## src/rtl/cfg_bank_pkg.sv

```systemverilog
package cfg_bank_pkg;
    parameter int DATA_W = 8;
    parameter int PTR_W  = 3;
    parameter int N_CFG  = 5;

    localparam logic [PTR_W-1:0] IDX_OWN  = 3'd0;
    localparam logic [PTR_W-1:0] IDX_TMO  = 3'd1;
    localparam logic [PTR_W-1:0] IDX_MODE = 3'd2;
    localparam logic [PTR_W-1:0] IDX_LOW  = 3'd3;
    localparam logic [PTR_W-1:0] IDX_HIGH = 3'd4;
    localparam logic [PTR_W-1:0] IDX_RST  = 3'd5;

    localparam logic [DATA_W-1:0] KEY_FIRST  = 8'hA5;
    localparam logic [DATA_W-1:0] KEY_SECOND = 8'h5A;

    typedef enum logic [1:0] {
        KEY_IDLE  = 2'd0,
        KEY_ARMED = 2'd1,
        KEY_FIRE  = 2'd2
    } key_state_t;

    function automatic logic [DATA_W-1:0] cfg_default(input int idx);
        case (idx)
            0:       return 8'h00;
            1:       return 8'hFF;
            2:       return 8'h00;
            3:       return 8'h9D;
            4:       return 8'h86;
            default: return 8'h00;
        endcase
    endfunction
endpackage

```

## src/rtl/cfg_key_fsm.sv

```systemverilog
module cfg_key_fsm
    import cfg_bank_pkg::*;
(
    input  logic              clk,
    input  logic              rst_n,
    input  logic              win_we,
    input  logic [PTR_W-1:0]  idx,
    input  logic [DATA_W-1:0] wdata,
    output logic              pulse
);
    key_state_t state, state_nx;
    logic       hit_rst;

    assign hit_rst = win_we && (idx == IDX_RST);

    always_ff @(posedge clk or negedge rst_n) begin
        if (!rst_n) state <= KEY_IDLE;
        else        state <= state_nx;
    end

    always_comb begin
        state_nx = state;
        unique case (state)
            KEY_IDLE: begin
                if (hit_rst && wdata == KEY_FIRST) state_nx = KEY_ARMED;
            end
            KEY_ARMED: begin
                if (hit_rst && wdata == KEY_SECOND) state_nx = KEY_FIRE;
                else if (win_we)                    state_nx = KEY_IDLE;
            end
            KEY_FIRE: state_nx = KEY_IDLE;
            default:  state_nx = KEY_IDLE;
        endcase
    end

    always_comb begin
        unique case (state)
            KEY_FIRE: pulse = 1'b1;
            default:  pulse = 1'b0;
        endcase
    end

    AST_PULSE_SINGLE: assert property (@(posedge clk) disable iff (!rst_n)
        pulse |=> !pulse);
    AST_PULSE_CAUSE: assert property (@(posedge clk) disable iff (!rst_n)
        $rose(pulse) |-> $past(win_we && idx == IDX_RST && wdata == KEY_SECOND));
endmodule

```

## src/rtl/cfg_reg_file.sv

```systemverilog
module cfg_reg_file
    import cfg_bank_pkg::*;
(
    input  logic                    clk,
    input  logic                    rst_n,
    input  logic                    soft_rst,
    input  logic                    win_we,
    input  logic [PTR_W-1:0]        idx,
    input  logic [DATA_W-1:0]       wdata,
    output logic [N_CFG*DATA_W-1:0] cfg_flat,
    output logic [DATA_W-1:0]       rd_val
);
    for (genvar i = 0; i < N_CFG; i++) begin : g_reg
        logic [DATA_W-1:0] q;
        always_ff @(posedge clk or negedge rst_n) begin
            if (!rst_n)                           q <= cfg_default(i);
            else if (soft_rst)                    q <= cfg_default(i);
            else if (win_we && idx == PTR_W'(i))  q <= wdata;
        end
        assign cfg_flat[i*DATA_W +: DATA_W] = q;
    end

    always_comb begin
        rd_val = '0;
        for (int i = 0; i < N_CFG; i++) begin
            if (idx == PTR_W'(i)) rd_val = cfg_flat[i*DATA_W +: DATA_W];
        end
    end

    AST_DEFAULTS_AFTER_PULSE: assert property (@(posedge clk) disable iff (!rst_n)
        $past(soft_rst) |-> (cfg_flat[DATA_W-1:0] == 8'h00 &&
                             cfg_flat[2*DATA_W-1:DATA_W] == 8'hFF &&
                             cfg_flat[4*DATA_W-1:3*DATA_W] == 8'h9D));
endmodule

```

## src/rtl/cfg_bank_top.sv

```systemverilog
module cfg_bank_top
    import cfg_bank_pkg::*;
(
    input  logic              clk,
    input  logic              rst_n,
    input  logic              host_we,
    input  logic              host_sel,
    input  logic [DATA_W-1:0] host_wdata,
    output logic [DATA_W-1:0] host_rdata,
    output logic [DATA_W-1:0] own_addr,
    output logic [DATA_W-1:0] timeout_val,
    output logic [DATA_W-1:0] bus_mode,
    output logic [DATA_W-1:0] scl_low,
    output logic [DATA_W-1:0] scl_high,
    output logic              core_rst
);
    logic [PTR_W-1:0]        ptr;
    logic                    ptr_we;
    logic                    win_we;
    logic [N_CFG*DATA_W-1:0] cfg_flat;
    logic [DATA_W-1:0]       win_rd;

    assign ptr_we = host_we && !host_sel;
    assign win_we = host_we && host_sel;

    always_ff @(posedge clk or negedge rst_n) begin
        if (!rst_n)      ptr <= '0;
        else if (ptr_we) ptr <= host_wdata[PTR_W-1:0];
    end

    cfg_key_fsm i_key (
        .clk   (clk),
        .rst_n (rst_n),
        .win_we(win_we),
        .idx   (ptr),
        .wdata (host_wdata),
        .pulse (core_rst)
    );

    cfg_reg_file i_regs (
        .clk     (clk),
        .rst_n   (rst_n),
        .soft_rst(core_rst),
        .win_we  (win_we && !core_rst),
        .idx     (ptr),
        .wdata   (host_wdata),
        .cfg_flat(cfg_flat),
        .rd_val  (win_rd)
    );

    assign own_addr    = cfg_flat[32'(IDX_OWN)*DATA_W  +: DATA_W];
    assign timeout_val = cfg_flat[32'(IDX_TMO)*DATA_W  +: DATA_W];
    assign bus_mode    = cfg_flat[32'(IDX_MODE)*DATA_W +: DATA_W];
    assign scl_low     = cfg_flat[32'(IDX_LOW)*DATA_W  +: DATA_W];
    assign scl_high    = cfg_flat[32'(IDX_HIGH)*DATA_W +: DATA_W];

    assign host_rdata = host_sel ? win_rd : {{(DATA_W-PTR_W){1'b0}}, ptr};

    AST_PTR_HOLD: assert property (@(posedge clk) disable iff (!rst_n)
        !$past(ptr_we) |-> $stable(ptr));
    AST_RST_ENTRY_ZERO: assert property (@(posedge clk) disable iff (!rst_n)
        (host_sel && ptr >= IDX_RST) |-> host_rdata == '0);
endmodule

```

## config.mk

```make
export PLATFORM = sky130hd
export DESIGN_NAME = cfg_bank_top
export DESIGN_NICKNAME = d
export VERILOG_FILES = /design/src/rtl/cfg_bank_pkg.sv /design/src/rtl/cfg_key_fsm.sv /design/src/rtl/cfg_reg_file.sv /design/src/rtl/cfg_bank_top.sv
export SDC_FILE = /design/constraint.sdc
export NUM_CORES = 1
export LEC_CHECK = 0
export BUFFER_PORTS_ARGS = -buffer_cell sky130_fd_sc_hd__buf_4
export CORE_MARGIN = 4
export CORE_UTILIZATION = 52
export DETAILED_ROUTE_END_ITERATION = 8
export PLACE_DENSITY = 0.79
export SETUP_SLACK_MARGIN = 0.3
export SLEW_MARGIN = 20
export SYNTH_ARGS = -nofsm -noshare
export SYNTH_HDL_FRONTEND = slang
export SYNTH_SLANG_ARGS = --single-unit
```

## constraint.sdc

```tcl
create_clock -name clk -period 2 [get_ports clk]
set_clock_uncertainty 0.05 [all_clocks]
set_input_delay 0.3 -clock clk [delete_from_list [all_inputs] [get_ports clk]]
set_output_delay 0.3 -clock clk [all_outputs]
set_load 0.02 [all_outputs]
```

==> results of run 1 <==
cell usage in the layout (no fill, tap or decap), types with 2 or more instances in the layout:
master | netlist | layout
inv_1 | 7 | 2
buf_6 | 4 | 11
mux2i_1 | 18 | 18
nor2_1 | 14 | 11
dfstp_2 | 16 | 16
nand2b_1 | 2 | 2
o21ai_1 | 3 | 7
o21a_1 | 2 | 2
buf_4 | 1 | 68
nor2_4 | 0 | 2
mux4_2 | 6 | 6
clkbuf_8 | 0 | 6
dfrtp_2 | 0 | 2
o21ai_0 | 8 | 4
a21oi_1 | 8 | 6
dfrtp_1 | 29 | 27
inv_2 | 1 | 5
nor3_1 | 2 | 2
a21oi_2 | 0 | 2
nand3_1 | 18 | 17
nand2_2 | 0 | 2
o22ai_2 | 0 | 5
clkbuf_1 | 7 | 2
nand2_1 | 50 | 48
mux2_2 | 3 | 3
nor2_2 | 8 | 9
cell usage after synthesis (2+ instances only):
cell type	count
nor2_1	14
clkbuf_1	7
nand2b_1	2
a21oi_1	8
nor3_1	2
nor2_2	8
buf_6	4
or3_1	2
nand2_1	50
a311oi_1	2
o21ai_0	8
dfstp_2	16
o21a_1	2
o21ai_1	3
mux2_2	3
inv_1	7
buf_2	4
o22ai_1	7
mux4_2	6
dfrtp_1	29
nand3_1	18
mux2i_1	18
where the power goes:
group / leakage, nW / switching (mW) / internal (mW)
combinational: 0.916 / 1.18 / 1.02
sequential: 0.523 / 0.361 / 1.40
clock: 0.0455 / 0.306 / 0.282
metrics by stage:
stage / TNS, ns / std cells / hold WS [ns] / setup WS [ns] / total power [mW]
2_1_floorplan: 0 / 236 / -0.0456 / 0.196 / 2.87
3_5_place_dp: 0 / 341 / 0.282 / 0.228 / 3.77
4_1_cts: -0.198 / 356 / 0.220 / -0.0370 / 4.46
3_3_place_gp: 0 / 341 / 0.282 / 0.245 / 3.73
5_1_grt: -0.565 / 360 / 0.232 / -0.0957 / 4.78
6_report: -0.137 / 360 / 0.228 / -0.0349 / 4.54
metal layers:
layer  wire, µm  part of all wire  up-vias  track usage
li1           -                 -      964            -
met2       3520              0.51      109        0.417
met5          0                 0        -            0
met1       2650              0.38     1060        0.351
met3        609             0.088       20       0.0454
met4        184             0.026        0        0.111
final cells by class:
class	count	area, µm²
Inverter	8	32.5
Timing Repair Buffer	80	644
Multi-Input combinational cell	167	1190
Clock buffer	8	90.1
Tap cell	52	65.1
Sequential cell	45	1150
Fill cell	298	1180
registers in the layout, summed over array words and instances (netlist names):
register / cells
i_regs.g.q: 40
i_key.state: 2
ptr: 3
how the worst max path moves through the flow:
stage	start	end	slack, ns	cells after the start
2_1_floorplan	ptr[0]$_DFFE_PN0P_	host_rdata[3]	0.20	5
3_3_place_gp	ptr[0]$_DFFE_PN0P_	host_rdata[5]	0.24	5
3_5_place_dp	ptr[0]$_DFFE_PN0P_	host_rdata[4]	0.23	5
4_1_cts	ptr[0]$_DFFE_PN0P_	host_rdata[4]	-0.04	5
5_1_grt	ptr[0]$_DFFE_PN0P_	host_rdata[4]	-0.1	5
6_report	ptr[0]$_DFFE_PN0P_	host_rdata[6]	-0.03	5
worst max-delay path, cell delays in order, from the launching register on:
cell     delay, ns
dfrtp_2       0.41
buf_6         0.15
mux4_2        0.51
inv_2         0.08
o22ai_2       0.07
buf_6         0.16
repair_timing:
item / in CTS / in global routing
gates resized for setup: 22 / 22
pin swaps: 3 / 3
cloned: 0 / 1
endpoints found under the hold margin: 29 / 0
hold buffers: 1 / 0
setup endpoints to repair: 17 / 47
setup buffers: 6 / 3
cell families (layout without fill, tap and decap cells):
logic type / after synthesis / after routing / share of synthesized area
compound gates: 31 / 31 / 0.0758
buf+inv: 25 / 96 / 0.0566
simple gates: 108 / 109 / 0.230
flops: 45 / 45 / 0.489
mux: 27 / 27 / 0.149
==> impl_results.md, run 1 <==
- Status: finished, violations left
- Failing checks: negative setup slack
- Relative slew slack: 0.618
- Critical Path AT: 1.68 ns
- Hold path depth: 3
- Share of cells above drive strength 1: 0.487
- Number of synthesized flops with an enable pin: 0
- Critical path fanouts, max: 6
- Largest area contributor in the netlist: dfrtp_1
- Peak Freq: 0.491 GHz
- Layout area overhead: 35.2%
- Detailed placer's ending HPWL: 4570 µm
- GRT Residual Overflow: 0
- I/O Buffers: 60
- Final period utilization: 1.02
- DRT iter0 DRCs: 186
- Mapped Avg Cell Area: 9.94 µm²
- Final hold vios: 0
- Slew @ Worst Pin: 0.573 ns
- Startpoint Class: flip-flop
- Register bit total from synthesis: 45
- Utilization after layout: 0.728
- Overall routing resource usage: 0.260
- Antenna violations before repair: 0
- Max Slew Vio Count: 0
- Final Wtd Congestion: 0.834
- Clock transition at the registers of the reported paths: 0.08 ns
- Fraction of registers with async set/reset: 1.00
- VDD IR max: 774 µV
- Syn nets: 248
- Later-pin clock latency in the skew report: 0.30 ns
- Synth Instances: 236
- Sinks on Clock Net: 45
- Hold path startpoint: host_wdata[7]
- Yosys top cell area share: 0.309
- Synth top area cells: dfrtp_1 (31%), dfstp_2 (18%), nand2_1 (8.0%), mux2i_1 (7.7%), mux4_2 (5.8%)
- Finished Cell Area: 0.00317 mm²
- Largest net degree at the start of global routing: 46
- RSZ-0062 raised after global routing: yes
- DIE AREA: 0.00565 mm²
- DR vias: 2153
- Seq/Total Area, Yosys: 0.489
- Diode count: 0
- Core area: 0.00435 mm²
- First-pass GRT wire length: 10700 µm
- Worst Hold Class: in2reg
- Placement row count: 24
- Predominant post-synthesis flop cell: dfrtp_1
- Detail Route Antenna Nets: 0
- Drt first pass iters: 4
- DRC viols: 0
- Reg2reg path depth: 5
- Clock buffer depth: 2
- Via/cell ratio: 5.98
- # IOs: 61
- DIE HEIGHT: 75.2 µm
- Crit path capture type: primary output
- CP required: 1.65 ns
- Setup ws final: -0.0349 ns
- Crit Reg-Reg Endpoint: i_regs.g_reg[4].q[6]$_DFFE_PN0P_
- WL/cell: 19.3 µm
- WL final: 6960 µm
- Final setup fails: 6
- Flop2flop setup slack: 0.28 ns
- Pwr/cell area: 1430 mW/mm²
- Initial Utilization: 0.539
- Nets: 319
- Critical R2R Launch: ptr[0]$_DFFE_PN0P_
- DP Area: 0.00285 mm²
- Tmin final: 2.03 ns
- Number of distinct library cells after synthesis: 38
- Max-Cap Viols: 0
- Critical path class: reg2out
- CTS Root Cell: clkbuf_8
- Synth Warn #: 0
- Post-Synthesis Cell Area: 0.00234 mm²
- Num CTS Buffers: 5
- Vias in the first global route: 2059
- Die Span X: 75.2 µm
- Worst Hold End: i_regs.g_reg[4].q[7]$_DFFE_PN1P_
- Leakage: 1.48 nW
- CTS tree: yes
- H-tree levels: 2
Power figures use the tool's default switching activity.
==> run 2, diff against run 1 <==
--- a/config.mk
+++ b/config.mk
@@ -5,7 +5,7 @@
 export SDC_FILE = /design/constraint.sdc
 export NUM_CORES = 1
 export LEC_CHECK = 0
-export BUFFER_PORTS_ARGS = -buffer_cell sky130_fd_sc_hd__buf_4
+export BUFFER_PORTS_ARGS = -buffer_cell sky130_fd_sc_hd__buf_2
 export CORE_MARGIN = 4
 export CORE_UTILIZATION = 52
 export DETAILED_ROUTE_END_ITERATION = 8
@@ -15,3 +15,4 @@
 export SYNTH_ARGS = -nofsm -noshare
 export SYNTH_HDL_FRONTEND = slang
 export SYNTH_SLANG_ARGS = --single-unit
+export TNS_END_PERCENT = 20
==> run 2 against run 1 <==
- highest routed layer unchanged
- setup slack worse by 0.038 ns
- combinational power down 15%
- sequential share of layout area is 3.2 points higher
- the run still ends with negative setup slack left
- via count fell by 1.1%
==> impl_results.md, run 2 (synthesized netlist as in run 1, its figures left out) <==
- GRT Residual Overflow: 0 (unchanged)
- Layout area overhead: 24.1% (was 35.2%)
- Post-layout power: 4.20 mW (was 4.54 mW)
- # IOs: 61 (unchanged)
- Relative slew slack: 0.622 (was 0.618)
- WL final: 6950 µm (was 6960 µm)
- CTS tree: yes (unchanged)
- Nets: 318 (was 319)
- Startpoint Class: flip-flop (unchanged)
- Share of cells above drive strength 1: 0.443 (was 0.487)
- Crit path capture type: primary output (unchanged)
- CP required: 1.65 ns (about the same)
- Tmin final: 2.07 ns (was 2.03 ns)
- DRC viols: 0 (unchanged)
- I/O Buffers: 60 (unchanged)
- Final period utilization: 1.04 (was 1.02)
- Setup ws final: -0.0731 ns (was -0.0349 ns)
- Final Wtd Congestion: 0.936 (was 0.834)
- Diode count: 0 (unchanged)
- Via/cell ratio: 5.93 (was 5.98)
- Max-Cap Viols: 0 (unchanged)
- Most frequent cells in the layout: buf_2 (57), nand2_1 (50), dfrtp_1 (28) (was buf_4 (68), nand2_1 (48), dfrtp_1 (27))
- FILL cells: 348 (was 298)
- DIE AREA: 0.00565 mm² (unchanged)
- Detail Route Antenna Nets: 0 (unchanged)
- Final setup fails: 7 (was 6)
- Core area: 0.00435 mm² (unchanged)
- WL/cell: 19.4 µm (was 19.3 µm)
- Critical R2R Launch: ptr[2]$_DFFE_PN0P_ (was ptr[0]$_DFFE_PN0P_)
- Worst Hold Class: in2async (was in2reg)
- DRT iter0 DRCs: 300 (was 186)
- Slew @ Worst Pin: 0.567 ns (was 0.573 ns)
- Flip-flop and latch area: 0.00115 mm² (about the same)
- Critical path fanouts, max: 7 (was 6)
- Flop2flop setup slack: 0.37 ns (was 0.28 ns)
- Multi-input gate area: 0.00109 mm² (was 0.00119 mm²)
- Most flop-heavy register: i_regs.g.q (unchanged)
- H-tree levels: 2 (unchanged)
- Detailed placer's ending HPWL: 4940 µm (was 4570 µm)
- Antenna violations before repair: 0 (unchanged)
- Critical path class: reg2out (unchanged)
- CTS Hold Bufs: 0 (was 1)
- Die Span X: 75.2 µm (unchanged)
- Status: finished, violations left (unchanged)
- DR vias: 2129 (was 2153)
- Leakage: 1.43 nW (was 1.48 nW)
- Failing checks: negative setup slack (unchanged)
- VDD IR max: 822 µV (was 774 µV)
- Num CTS Buffers: 5 (unchanged)
- Critical Path AT: 1.72 ns (was 1.68 ns)
- CTS Root Cell: clkbuf_8 (unchanged)
- Later-pin clock latency in the skew report: 0.30 ns (about the same)
- Clock buffer depth: 2 (unchanged)
- Commonest non-fill, non-tap cell in the layout: buf_2 (was buf_4)
- Largest registers: i_regs.g.q x40, ptr x3, i_key.state x2 (unchanged)
- Utilization after layout: 0.668 (was 0.728)
- Drt first pass iters: 5 (was 4)
- First-pass GRT wire length: 11100 µm (was 10700 µm)
- Max reg flops: 40 (unchanged)
- Final hold vios: 0 (unchanged)
- Vias in the first global route: 2180 (was 2059)
- Sinks on Clock Net: 45 (unchanged)
- Initial Utilization: 0.539 (unchanged)
- Clock transition at the registers of the reported paths: 0.09 ns (was 0.08 ns)
- Max Slew Vio Count: 0 (unchanged)
- RSZ-0062 raised after global routing: yes (unchanged)
- Peak Freq: 0.482 GHz (was 0.491 GHz)
- DIE HEIGHT: 75.2 µm (unchanged)
- Overall routing resource usage: 0.267 (was 0.260)
- Placement row count: 24 (unchanged)
- Reg2reg path depth: 6 (was 5)
- Sum Neg Setup Slack: -0.283 ns (was -0.137 ns)
- Pwr/cell area: 1440 mW/mm² (was 1430 mW/mm²)
- Final hold slack: 0.0211 ns (was 0.228 ns)
- Crit Reg-Reg Endpoint: i_regs.g_reg[0].q[2]$_DFFE_PN0P_ (was i_regs.g_reg[4].q[6]$_DFFE_PN0P_)
- Largest net degree at the start of global routing: 46 (unchanged)
run 2: cell types whose count changed in the layout (fill, tap and decap cells not counted), sizes merged:
cell         change
buf              +1
clkbuf           -3
inv              -1
clkinv           +4
dlygate4sd3      -1
or3b             -1
run 2: report_power, final:
| part | leakage [nW] | switching (mW) | internal [mW] |
|---|---|---|---|
| clock | 0.0481 | 0.321 | 0.248 |
| combinational | 0.854 | 1.12 | 0.747 |
| sequential | 0.524 | 0.360 | 1.40 |
run 2: worst max path at each step:
stage	start	end	slack (ns)	depth (start not counted)
floorplan	ptr[0]$_DFFE_PN0P_	host_rdata[3]	0.19	5
global placement	ptr[2]$_DFFE_PN0P_	host_rdata[6]	0.24	4
detailed placement	ptr[2]$_DFFE_PN0P_	host_rdata[6]	0.21	4
CTS	ptr[0]$_DFFE_PN0P_	host_rdata[2]	-0.07	6
global route	ptr[0]$_DFFE_PN0P_	host_rdata[4]	-0.13	5
finish	ptr[0]$_DFFE_PN0P_	host_rdata[4]	-0.07	5
run 2: critical path, cell delays in order, from the launching register on:
cell	delay, ns
dfrtp_1	0.42
buf_6	0.17
mux4_2	0.55
inv_2	0.08
o22ai_2	0.07
buf_6	0.14
run 2: layer usage:
metal / global-route usage / vias up / routed length (µm)
met4: 0.0932 / 0 / 200
met1: 0.352 / 1041 / 2600
met3: 0.0494 / 21 / 632
li1: - / 953 / -
met5: 0 / - / 0
met2: 0.444 / 114 / 3510
run 2: final cells by class:
class	instances	area share
clock buffers	5	0.0236
clock inverters	3	0.00774
inverters	8	0.0120
multi-input cells	166	0.375
flip-flops and latches	45	0.394
well taps	52	0.0224
repair buffers	80	0.165
run 2: per-stage QoR:
stage	area, µm²	std cells	worst slack (ns)
6_report	2910	359	-0.0731
3_3_place_gp	2710	344	0.243
3_5_place_dp	2710	344	0.206
2_1_floorplan	2350	236	0.188
5_1_grt	2910	359	-0.135
4_1_cts	2870	357	-0.0656
run 2: what timing repair did:
item | CTS | global route
resized for setup | 11 | 8
setup buffers | 5 | 2
endpoints found under the setup margin | 15 | 15
pin swaps | 1 | 1
